File: config.mk
export PLATFORM = sky130hd
export DESIGN_NAME = uart_rx_buffered
export DESIGN_NICKNAME = d
export VERILOG_FILES = /design/src/rtl/urx_pkg.sv /design/src/rtl/urx_deframer.sv /design/src/rtl/urx_status_fifo.sv /design/src/rtl/uart_rx_buffered.sv
export SDC_FILE = /design/constraint.sdc
export NUM_CORES = 1
export LEC_CHECK = 0
export CAP_MARGIN = 20
export CORE_ASPECT_RATIO = 1.75
export CORE_MARGIN = 2
export CORE_UTILIZATION = 45
export CTS_CLUSTER_DIAMETER = 50
export DETAILED_ROUTE_END_ITERATION = 12
export PLACE_DENSITY = 0.72
export SLEW_MARGIN = 30
export SYNTH_ARGS = -nofsm -noshare
export SYNTH_HDL_FRONTEND = slang
export SYNTH_SLANG_ARGS = --single-unit
File: constraint.sdc
create_clock -name clk -period 5.2 [get_ports clk]
set_input_delay 1.04 -clock clk [delete_from_list [all_inputs] [get_ports clk]]
set_output_delay 1.04 -clock clk [all_outputs]
set_load 0.01 [all_outputs]
File: src/rtl/urx_pkg.sv
package urx_pkg;

    typedef enum logic [2:0] {
        ST_IDLE,
        ST_START,
        ST_DATA,
        ST_PAR,
        ST_STOP,
        ST_SKIP
    } urx_state_e;

    typedef struct packed {
        logic       ovr;
        logic       perr;
        logic       ferr;
        logic       bit8;
        logic [7:0] data;
    } urx_entry_t;

endpackage

File: src/rtl/urx_deframer.sv
module urx_deframer
    import urx_pkg::*;
#(
    parameter int OSR = 16
) (
    input  logic       clk,
    input  logic       rst_n,
    input  logic       en,
    input  logic       tick,
    input  logic       line,
    input  logic [3:0] nbits,
    input  logic       par_en,
    input  logic       par_odd,
    input  logic       two_stop,
    output logic       push,
    output urx_entry_t push_ent
);

    localparam int             CW      = $clog2(OSR);
    localparam logic [CW-1:0]  SMP_A   = CW'(OSR/2 - 1);
    localparam logic [CW-1:0]  SMP_B   = CW'(OSR/2);
    localparam logic [CW-1:0]  VOTE_AT = CW'(OSR/2 + 1);
    localparam logic [CW-1:0]  LAST    = CW'(OSR - 1);
    localparam logic [CW-1:0]  PENULT  = CW'(OSR - 2);

    urx_state_e    state, nxt;
    logic [CW-1:0] cnt;
    logic [3:0]    bidx;
    logic [1:0]    smp;
    logic          prev;
    logic [8:0]    shreg;
    logic          par_acc;
    logic          perr_r;
    logic          vote;
    logic          at_vote;
    logic          at_end;
    logic          fall;
    logic [8:0]    aligned;

    // Three-sample majority: two stored samples plus the line at the vote tick
    assign vote    = (smp[0] & smp[1]) | (smp[0] & line) | (smp[1] & line);
    assign at_vote = tick && (cnt == VOTE_AT);
    assign at_end  = tick && (cnt == LAST);
    assign fall    = tick && !line && prev;
    assign aligned = shreg >> (4'd9 - nbits);

    always_ff @(posedge clk) begin
        if (!rst_n) state <= ST_IDLE;
        else        state <= nxt;
    end

    always_comb begin
        nxt = state;
        if (!en) begin
            nxt = ST_IDLE;
        end else begin
            unique case (state)
                ST_IDLE:  if (fall) nxt = ST_START;
                ST_START: begin
                    if (at_vote && vote) nxt = ST_IDLE;
                    else if (at_end)     nxt = ST_DATA;
                end
                ST_DATA:  if (at_end && bidx == nbits - 4'd1)
                              nxt = par_en ? ST_PAR : ST_STOP;
                ST_PAR:   if (at_end) nxt = ST_STOP;
                ST_STOP:  if (at_vote) nxt = two_stop ? ST_SKIP : ST_IDLE;
                ST_SKIP:  if (tick && bidx[0] && cnt == PENULT) nxt = ST_IDLE;
                default:  nxt = ST_IDLE;
            endcase
        end
    end

    always_ff @(posedge clk) begin
        if (!rst_n) begin
            cnt      <= '0;
            bidx     <= '0;
            smp      <= '0;
            prev     <= 1'b1;
            shreg    <= '0;
            par_acc  <= 1'b0;
            perr_r   <= 1'b0;
            push     <= 1'b0;
            push_ent <= '0;
        end else begin
            push <= 1'b0;
            if (tick) begin
                prev <= line;
                if (state == ST_IDLE) cnt <= '0;
                else                  cnt <= (cnt == LAST) ? '0 : cnt + 1'b1;
                if (cnt == SMP_A) smp[0] <= line;
                if (cnt == SMP_B) smp[1] <= line;
            end
            if (en) begin
                unique case (state)
                    ST_IDLE: if (fall) begin
                        shreg   <= '0;
                        bidx    <= '0;
                        par_acc <= 1'b0;
                        perr_r  <= 1'b0;
                    end
                    ST_DATA: begin
                        if (at_vote) begin
                            shreg   <= {vote, shreg[8:1]};
                            par_acc <= par_acc ^ vote;
                        end
                        if (at_end) bidx <= bidx + 4'd1;
                    end
                    ST_PAR:  if (at_vote) perr_r <= par_acc ^ vote ^ par_odd;
                    ST_STOP: if (at_vote) begin
                        push          <= 1'b1;
                        push_ent.data <= aligned[7:0];
                        push_ent.bit8 <= (nbits == 4'd9) ? aligned[8] : 1'b0;
                        push_ent.ferr <= !vote;
                        push_ent.perr <= perr_r;
                        push_ent.ovr  <= 1'b0;
                        bidx          <= '0;
                    end
                    ST_SKIP: if (at_end) bidx <= 4'd1;
                    default: ;
                endcase
            end
        end
    end

endmodule

File: src/rtl/urx_status_fifo.sv
module urx_status_fifo
    import urx_pkg::*;
#(
    parameter int DEPTH = 2
) (
    input  logic       clk,
    input  logic       rst_n,
    input  logic       push,
    input  urx_entry_t push_ent,
    input  logic       pop,
    output logic       avail,
    output urx_entry_t head
);

    localparam int PW   = $clog2(DEPTH);
    localparam int CNTW = $clog2(DEPTH + 1);
    localparam logic [PW-1:0]   PMAX = PW'(DEPTH - 1);
    localparam logic [CNTW-1:0] FULL = CNTW'(DEPTH);

    urx_entry_t      mem [DEPTH];
    logic [PW-1:0]   wr_ptr, rd_ptr, newest;
    logic [CNTW-1:0] count;
    logic            do_pop, do_push, overrun;

    assign do_pop  = pop && (count != '0);
    assign do_push = push && ((count != FULL) || do_pop);
    assign overrun = push && !do_push;
    assign newest  = (wr_ptr == '0) ? PMAX : wr_ptr - 1'b1;
    assign avail   = (count != '0);
    assign head    = avail ? mem[rd_ptr] : '0;

    always_ff @(posedge clk) begin
        if (!rst_n) begin
            wr_ptr <= '0;
            rd_ptr <= '0;
            count  <= '0;
            for (int i = 0; i < DEPTH; i++) mem[i] <= '0;
        end else begin
            if (do_push) begin
                mem[wr_ptr] <= push_ent;
                wr_ptr      <= (wr_ptr == PMAX) ? '0 : wr_ptr + 1'b1;
            end
            if (overrun) mem[newest].ovr <= 1'b1;
            if (do_pop)  rd_ptr <= (rd_ptr == PMAX) ? '0 : rd_ptr + 1'b1;
            unique case ({do_push, do_pop})
                2'b10:   count <= count + 1'b1;
                2'b01:   count <= count - 1'b1;
                default: ;
            endcase
        end
    end

endmodule

File: src/rtl/uart_rx_buffered.sv
module uart_rx_buffered
    import urx_pkg::*;
#(
    parameter int OSR   = 16,
    parameter int DEPTH = 2
) (
    input  logic       clk,
    input  logic       rst_n,
    input  logic       rx_en,
    input  logic       baud_tick,
    input  logic       rx_line,
    input  logic [2:0] cfg_len,
    input  logic       cfg_par_en,
    input  logic       cfg_par_odd,
    input  logic       cfg_two_stop,
    input  logic       rd_pop,
    output logic       rx_avail,
    output logic [7:0] rx_data,
    output logic       rx_bit8,
    output logic       rx_ferr,
    output logic       rx_perr,
    output logic       rx_ovr
);

    logic       fr_push;
    urx_entry_t fr_ent;
    urx_entry_t hd;
    logic [3:0] nbits;

    // Codes 0..3 give 5..8 bits; any code with the top bit set gives 9
    assign nbits = cfg_len[2] ? 4'd9 : 4'd5 + {2'b00, cfg_len[1:0]};

    urx_deframer #(.OSR(OSR)) u_deframer (
        .clk      (clk),
        .rst_n    (rst_n),
        .en       (rx_en),
        .tick     (baud_tick),
        .line     (rx_line),
        .nbits    (nbits),
        .par_en   (cfg_par_en),
        .par_odd  (cfg_par_odd),
        .two_stop (cfg_two_stop),
        .push     (fr_push),
        .push_ent (fr_ent)
    );

    urx_status_fifo #(.DEPTH(DEPTH)) u_fifo (
        .clk      (clk),
        .rst_n    (rst_n),
        .push     (fr_push),
        .push_ent (fr_ent),
        .pop      (rd_pop),
        .avail    (rx_avail),
        .head     (hd)
    );

    assign rx_data = hd.data;
    assign rx_bit8 = hd.bit8;
    assign rx_ferr = hd.ferr;
    assign rx_perr = hd.perr;
    assign rx_ovr  = hd.ovr;

endmodule

==> impl_metrics.tcl, run 1 <==
set metrics [dict create \
    status "completed" \
    grt_max_degree 34 \
    nets 406 \
    antenna_found_initial 0 \
    std_cell_rows 42 \
    syn-num-nets 390 \
    yosysWarnings 0 \
    critPathBufInv 2 \
    clockBufferDepth 2 \
    cts_htree_levels 3 \
    cts_resized 0 \
    rsz0062_at_grt "no" \
    ys_types 58 \
    die_w_um 70.9 \
    area_delta_synth_final_pct 16.8 \
    postCtsSetupBuffers 0 \
    drc 0 \
    criticalPathCategory "in2reg" \
    synthTopCellsByArea "dfxtp_1, edfxtp_1, mux2i_1" \
    cap_violations 0 \
    dieArea_mm2 0.00857 \
    p_leak_nw 1.47 \
    dr.first_iter.drc_count 109 \
    cts_sinks 66 \
    yosys.area.top_type_share 0.239 \
    ios 25 \
    crit_arrival_ps 3970 \
    synth_ff_type "dfxtp_1" \
    seq_area_frac_synth 0.444 \
    cpPeakStageDelay_ps 580 \
    post_drt_wl_per_cell_um 14.2 \
    cpMostUsedCell "ha_1" \
    power.switching_w 0.000253 \
    hold_violations 0 \
    grt_remaining_overflow 0 \
    start_util 0.465 \
    grt_util_all_layers 0.176 \
    vias 2694 \
    avgSynthCellArea_um2 9.49 \
    yosysTopAreaCell "dfxtp_1" \
    final_area_mm2 0.00411 \
    fin_crit_sh 0.723 \
    final.setup_skew_ps 5.65 \
    place_congestion 0.849 \
    setup_viol 0 \
    cts_buffers 9 \
    wirelength_um 6810 \
    clockRootBuffer "clkbuf_16" \
    cts_tree "done" \
    power.internal_w 0.000989 \
    synth_edf_count 24 \
    sw_frac_of_total 0.204 \
    comb_power_share 0.055 \
    die_h_um 121 \
    slew_headroom 0.417 \
    netlist_instances 371 \
    grt_pass1_vias 2626 \
    fin_crit_ps 3760 \
    place_area_mm2 0.00380 \
    final_antenna_net_count 0 \
    seqPwrFrac 0.442 \
    tightest_slew_ps 867 \
    portBuffers 24 \
    fmax_ghz 0.266 \
    fp.coreArea_mm2 0.00757 \
    hp-class "reg2reg" \
    viasPerCell 5.61 \
    hold_ws_ps 464 \
    diodes 0 \
    syn_area_mm2 0.00352 \
    synth_commonest_cells "nor2_1, dfxtp_1, and2_1" \
    grt_pass1_wl_um 11800 \
    clkPwrFrac 0.503 \
    yosysMostFrequentCell "nor2_1" \
    powerDensity_mw_per_mm2 302 \
    finalCoreUtilization 0.543 \
    async_reset_ff_frac 0 \
    cts_hold_buffers 0 \
    critical_path.slowest_cell "nor2b_1" \
    drt_pass1_iterations 5 \
    vdd_ir_drop_max_uv 174 \
    drive_gt1_frac 0.0791 \
    timing.final.max_slew_violations 0 \
    ys_seq_elements 66 \
    crit_fanout 9 \
    cts.clk_slew.worst_paths_ps 50 \
    clk_latency_ps 330 \
    start_kind "input pin" \
    path_cells "clkdlybuf4s50_1 > ha_1 > nor2b_1 > inv_1 > ha_1 > or2_2 > a2111oi_2 > nor4_1 > o211ai_1 > o21ai_0" \
    dp_hpwl_um 5080 \
    cp.required_ps 5400 \
    endpoint_kind "flop" \
    fillers 696 \
    fin_tns_setup_ps 0 \
    crit_family "simple AND/OR/NAND/NOR gates" \
]
[per-stage QoR]
stage	total power, W	setup slack [ps]	std cells
2_1_floorplan	0.000606	2180	371
3_3_place_gp	0.000626	1170	464
3_5_place_dp	0.000628	1090	464
4_1_cts	0.00125	1440	480
5_1_grt	0.00128	1180	480
6_report	0.00124	1440	480
[power by group through the flow]
stage	logic [W]	registers (W)	clock network (W)
after floorplan	0.0000480	0.000558	0
after global placement	0.0000666	0.000560	0
after detailed placement	0.0000681	0.000560	0
after CTS	0.0000683	0.000549	0.000633
after global routing	0.0000755	0.000550	0.000655
final	0.0000679	0.000549	0.000625
[worst register-to-register path, cell delays in order, from the launching register on]
cell and delay [ps]:
dfxtp_1 650, or3_1 300, o21ai_2 150, or4_4 570, or3_1 390, a21oi_1 140
[routing by layer]
layer,part of all wire,vias up,global-route usage
met4,0.049,0,0.119
met5,0,-,0
met3,0.033,23,0.0390
met1,0.39,1251,0.180
li1,-,1361,-
met2,0.53,59,0.311
[logic make-up after synthesis]
| group | after synthesis | synth area share |
|---|---|---|
| multiplexers | 35 | 0.121 |
| AO/OA/AOI/OAI | 63 | 0.121 |
| AND/OR/NAND/NOR | 158 | 0.230 |
| adder cells (fa/ha/maj) | 8 | 0.0277 |
| XOR/XNOR | 7 | 0.0174 |
| buffers and inverters | 34 | 0.0395 |
| flip-flops | 66 | 0.444 |
[layout make-up]
class	instances	area, um2	share of cell area
clock buffers	10	229	0.0557
clock inverters	6	81.3	0.0198
repair buffers	27	263	0.0639
multi-input cells	271	1820	0.443
flip-flops and latches	66	1560	0.380
inverters	12	45.0	0.0110
well taps	88	110	0.0268
[layout by cell type, fill, tap and decap left out, types with 3 or more instances in the layout]
| cell | instances |
|---|---|
| a211oi_1 | 3 |
| a21oi_1 | 16 |
| a31oi_1 | 3 |
| and2_1 | 32 |
| buf_4 | 3 |
| clkbuf_16 | 9 |
| clkdlybuf4s50_1 | 24 |
| dfxtp_1 | 42 |
| edfxtp_1 | 24 |
| ha_1 | 7 |
| inv_1 | 10 |
| mux2i_1 | 29 |
| mux4_2 | 6 |
| nand2_1 | 28 |
| nand3_1 | 9 |
| nand4_1 | 4 |
| nand4b_1 | 3 |
| nor2_1 | 46 |
| nor2b_1 | 4 |
| nor3_1 | 11 |
| nor4_1 | 3 |
| o211ai_1 | 6 |
| o21ai_0 | 13 |
| xnor2_1 | 5 |
[flip-flops by register name, indices dropped and copies added (netlist names), named ones only]
| signal | flops |
|---|---|
| u_fifo.mem | 24 |
| u_deframer.push_ent | 11 |
| u_deframer.shreg | 9 |
| u_deframer.bidx | 4 |
| u_deframer.cnt | 4 |
| u_deframer.state | 3 |
| u_deframer.smp | 2 |
| u_fifo.count | 2 |
| u_deframer.par_acc | 1 |
| u_deframer.perr_r | 1 |
| u_deframer.prev | 1 |
| u_deframer.push | 1 |
| u_fifo.rd_ptr | 1 |
| u_fifo.wr_ptr | 1 |
[path summary, 6_finish.rpt]
check / start / end / slack (ps) / depth (start not counted)
min: u_deframer.push_ent[10] / u_deframer.push_ent[10] / 460 / 2
max: cfg_len[0] / u_deframer.state[2] / 1440 / 10
min reg2reg: u_deframer.push_ent[10] / u_deframer.push_ent[10] / 460 / 2
max reg2reg: u_deframer.state[0] / u_deframer.par_acc / 2940 / 5
(Power assumes the default switching activity.)
==> run 2, diff against run 1 <==
Clock period 5.2 ns to 3.74 ns, I/O delays scaled along.
==> run 2 against run 1 <==
Against the previous run:
- non-clock buffer count is 5 higher
- largest cell class unchanged
- via count is 2.8% higher
- worst setup slack worse by 760 ps
- critical path depth stayed put
- first-iteration DRC count is 50% higher
- clock power is 40% higher
- wire length is 11% higher
- largest power group unchanged
- die area stayed put
- sequential share of layout area is 0.39 points lower
- global-route usage is 1.5 points higher
==> impl_metrics.tcl, run 2 (same netlist as run 1, synthesis figures left out) <==
set metrics [dict create \
    dp_hpwl_um 5610 \
    hold_ws_ps 461 \
    grt_pass1_wl_um 12700 \
    cpPeakStageDelay_ps 540 \
    grt_busiest_layer "met2" \
    hp-class "reg2reg" \
    final-seq-area_mm2 0.00156 \
    endpoint_kind "flop" \
    vdd_ir_drop_max_uv 240 \
    portBuffers 24 \
    cts_resized 0 \
    largest_reg_flops 24 \
    hold_violations 0 \
    r2r-start "u_deframer.state[0]" \
    area_delta_synth_final_pct 18.0 \
    place_congestion 0.944 \
    worstHoldEndpoint "u_deframer.push_ent[8]" \
    pre_cts_slack_ps 368 \
    rrSetupSlack_ps 1460 \
    whs_path_depth 2 \
    drive_gt1_frac 0.0932 \
    critical_path.slowest_cell "clkdlybuf4s50_1" \
    drt_pass1_iterations 4 \
    die_w_um 70.9 \
    clk_latency_ps 330 \
    layout_commonest_cell "nor2_1" \
    crit_arrival_ps 3270 \
    grt_pass1_vias 2680 \
    grt_util_all_layers 0.191 \
    start_kind "input pin" \
    start_util 0.465 \
    cts_htree_levels 3 \
    final_area_mm2 0.00415 \
    cts_hold_buffers 0 \
    clockBufferDepth 2 \
    final_antenna_net_count 0 \
    finalCoreUtilization 0.549 \
    place_area_mm2 0.00384 \
    rsz0062_at_grt "no" \
    antenna_found_initial 0 \
    regMostFlops "u_fifo.mem" \
    vias 2769 \
    cap_violations 0 \
    critPathBufInv 2 \
    criticalPathCategory "in2reg" \
    hold_start "u_deframer.push_ent[8]" \
    fp.coreArea_mm2 0.00757 \
    post_drt_wl_per_cell_um 15.6 \
    cts_sinks 66 \
    cts.clk_slew.worst_paths_ps 50 \
    cts_buffers 9 \
    cp.required_ps 3950 \
    timing.final.max_slew_violations 0 \
    multi_input_area_mm2 0.00183 \
    nets 411 \
    fin_tns_setup_ps 0 \
    final.setup_skew_ps 5.12 \
    globalRouteMet2Util 0.358 \
    fin_ws_ps 679 \
    postCtsSetupBuffers 0 \
    crit_family "adder cells" \
    tightest_slew_ps 869 \
    largestRegisters "u_fifo.mem x24, u_deframer.push_ent x11, u_deframer.shreg x9" \
    dr.first_iter.drc_count 163 \
    setup_viol 0 \
    fin_crit_sh 0.818 \
    cpMostUsedCell "ha_1" \
    ios 25 \
    powerDensity_mw_per_mm2 419 \
    cts_tree "done" \
    path_cells "clkdlybuf4s50_1 > ha_1 > nor2b_1 > inv_1 > ha_1 > or2_2 > a2111oi_2 > nor4_1 > o211ai_1 > o21ai_0" \
    fmax_ghz 0.327 \
    viasPerCell 5.71 \
    status "completed" \
    diodes 0 \
    dieArea_mm2 0.00857 \
    clockRootBuffer "clkbuf_16" \
    std_cell_rows 42 \
    p_leak_nw 1.50 \
    use_met3 0.0390 \
    slew_headroom 0.416 \
    crit_fanout 8 \
    reg2reg_to "u_deframer.par_acc" \
    wirelength_um 7590 \
    drc 0 \
    fillers 696 \
    grt_remaining_overflow 0 \
    die_h_um 121 \
    grt_max_degree 34 \
    met1_usage 0.184 \
    final_cell_mix "nor2_1, dfxtp_1, and2_1" \
    fin_crit_ps 3060 \
    r2r.worst_path.cells 5 \
]
==> run 2: worst max-delay path by stage <==
stage	slack (ps)	to	startpoint	cells after the start
after global routing	460	u_deframer.state[2]	cfg_len[0]	10
after global placement	440	u_deframer.state[0]	cfg_len[0]	10
after CTS	710	u_deframer.state[2]	cfg_len[0]	10
final	680	u_deframer.state[2]	cfg_len[0]	10
after detailed placement	370	u_deframer.state[2]	cfg_len[0]	10
after floorplan	1010	u_deframer.state[1]	cfg_len[0]	10
==> run 2: metrics by stage <==
| stage | power (W) | cells |
|---|---|---|
| 6_report | 0.00174 | 485 |
| 5_1_grt | 0.00179 | 485 |
| 4_1_cts | 0.00175 | 485 |
| 3_5_place_dp | 0.000878 | 469 |
| 3_3_place_gp | 0.000876 | 469 |
| 2_1_floorplan | 0.000843 | 371 |
==> run 2: metal layers <==
layer / wire length, um / vias up / part of all wire
li1: - / 1370 / -
met1: 2710 / 1308 / 0.36
met2: 4300 / 65 / 0.57
met3: 241 / 26 / 0.032
met4: 336 / 0 / 0.044
met5: 0 / - / 0
==> run 2: area by class of cell <==
type / instances / area share
Multi-Input combinational cell: 271 / 0.440
Sequential cell: 66 / 0.376
Timing Repair Buffer: 32 / 0.0723
Clock buffer: 10 / 0.0551
Tap cell: 88 / 0.0265
Clock inverter: 6 / 0.0196
Inverter: 12 / 0.0108
==> run 2: power breakdown <==
part | leakage, nW | total, W | switching, W | internal, W
Combinational | 0.782 | 0.000100 | 0.0000584 | 0.0000416
Sequential | 0.566 | 0.000764 | 0.00000636 | 0.000758
Clock | 0.150 | 0.000875 | 0.000297 | 0.000578
Total | 1.50 | 0.00174 | 0.000362 | 0.00138
==> run 2: tightest hold or removal path, cell delays in order, from the launching register on <==
cell	delay, ps
dfxtp_1	310
nand2_1	50
a21oi_1	50
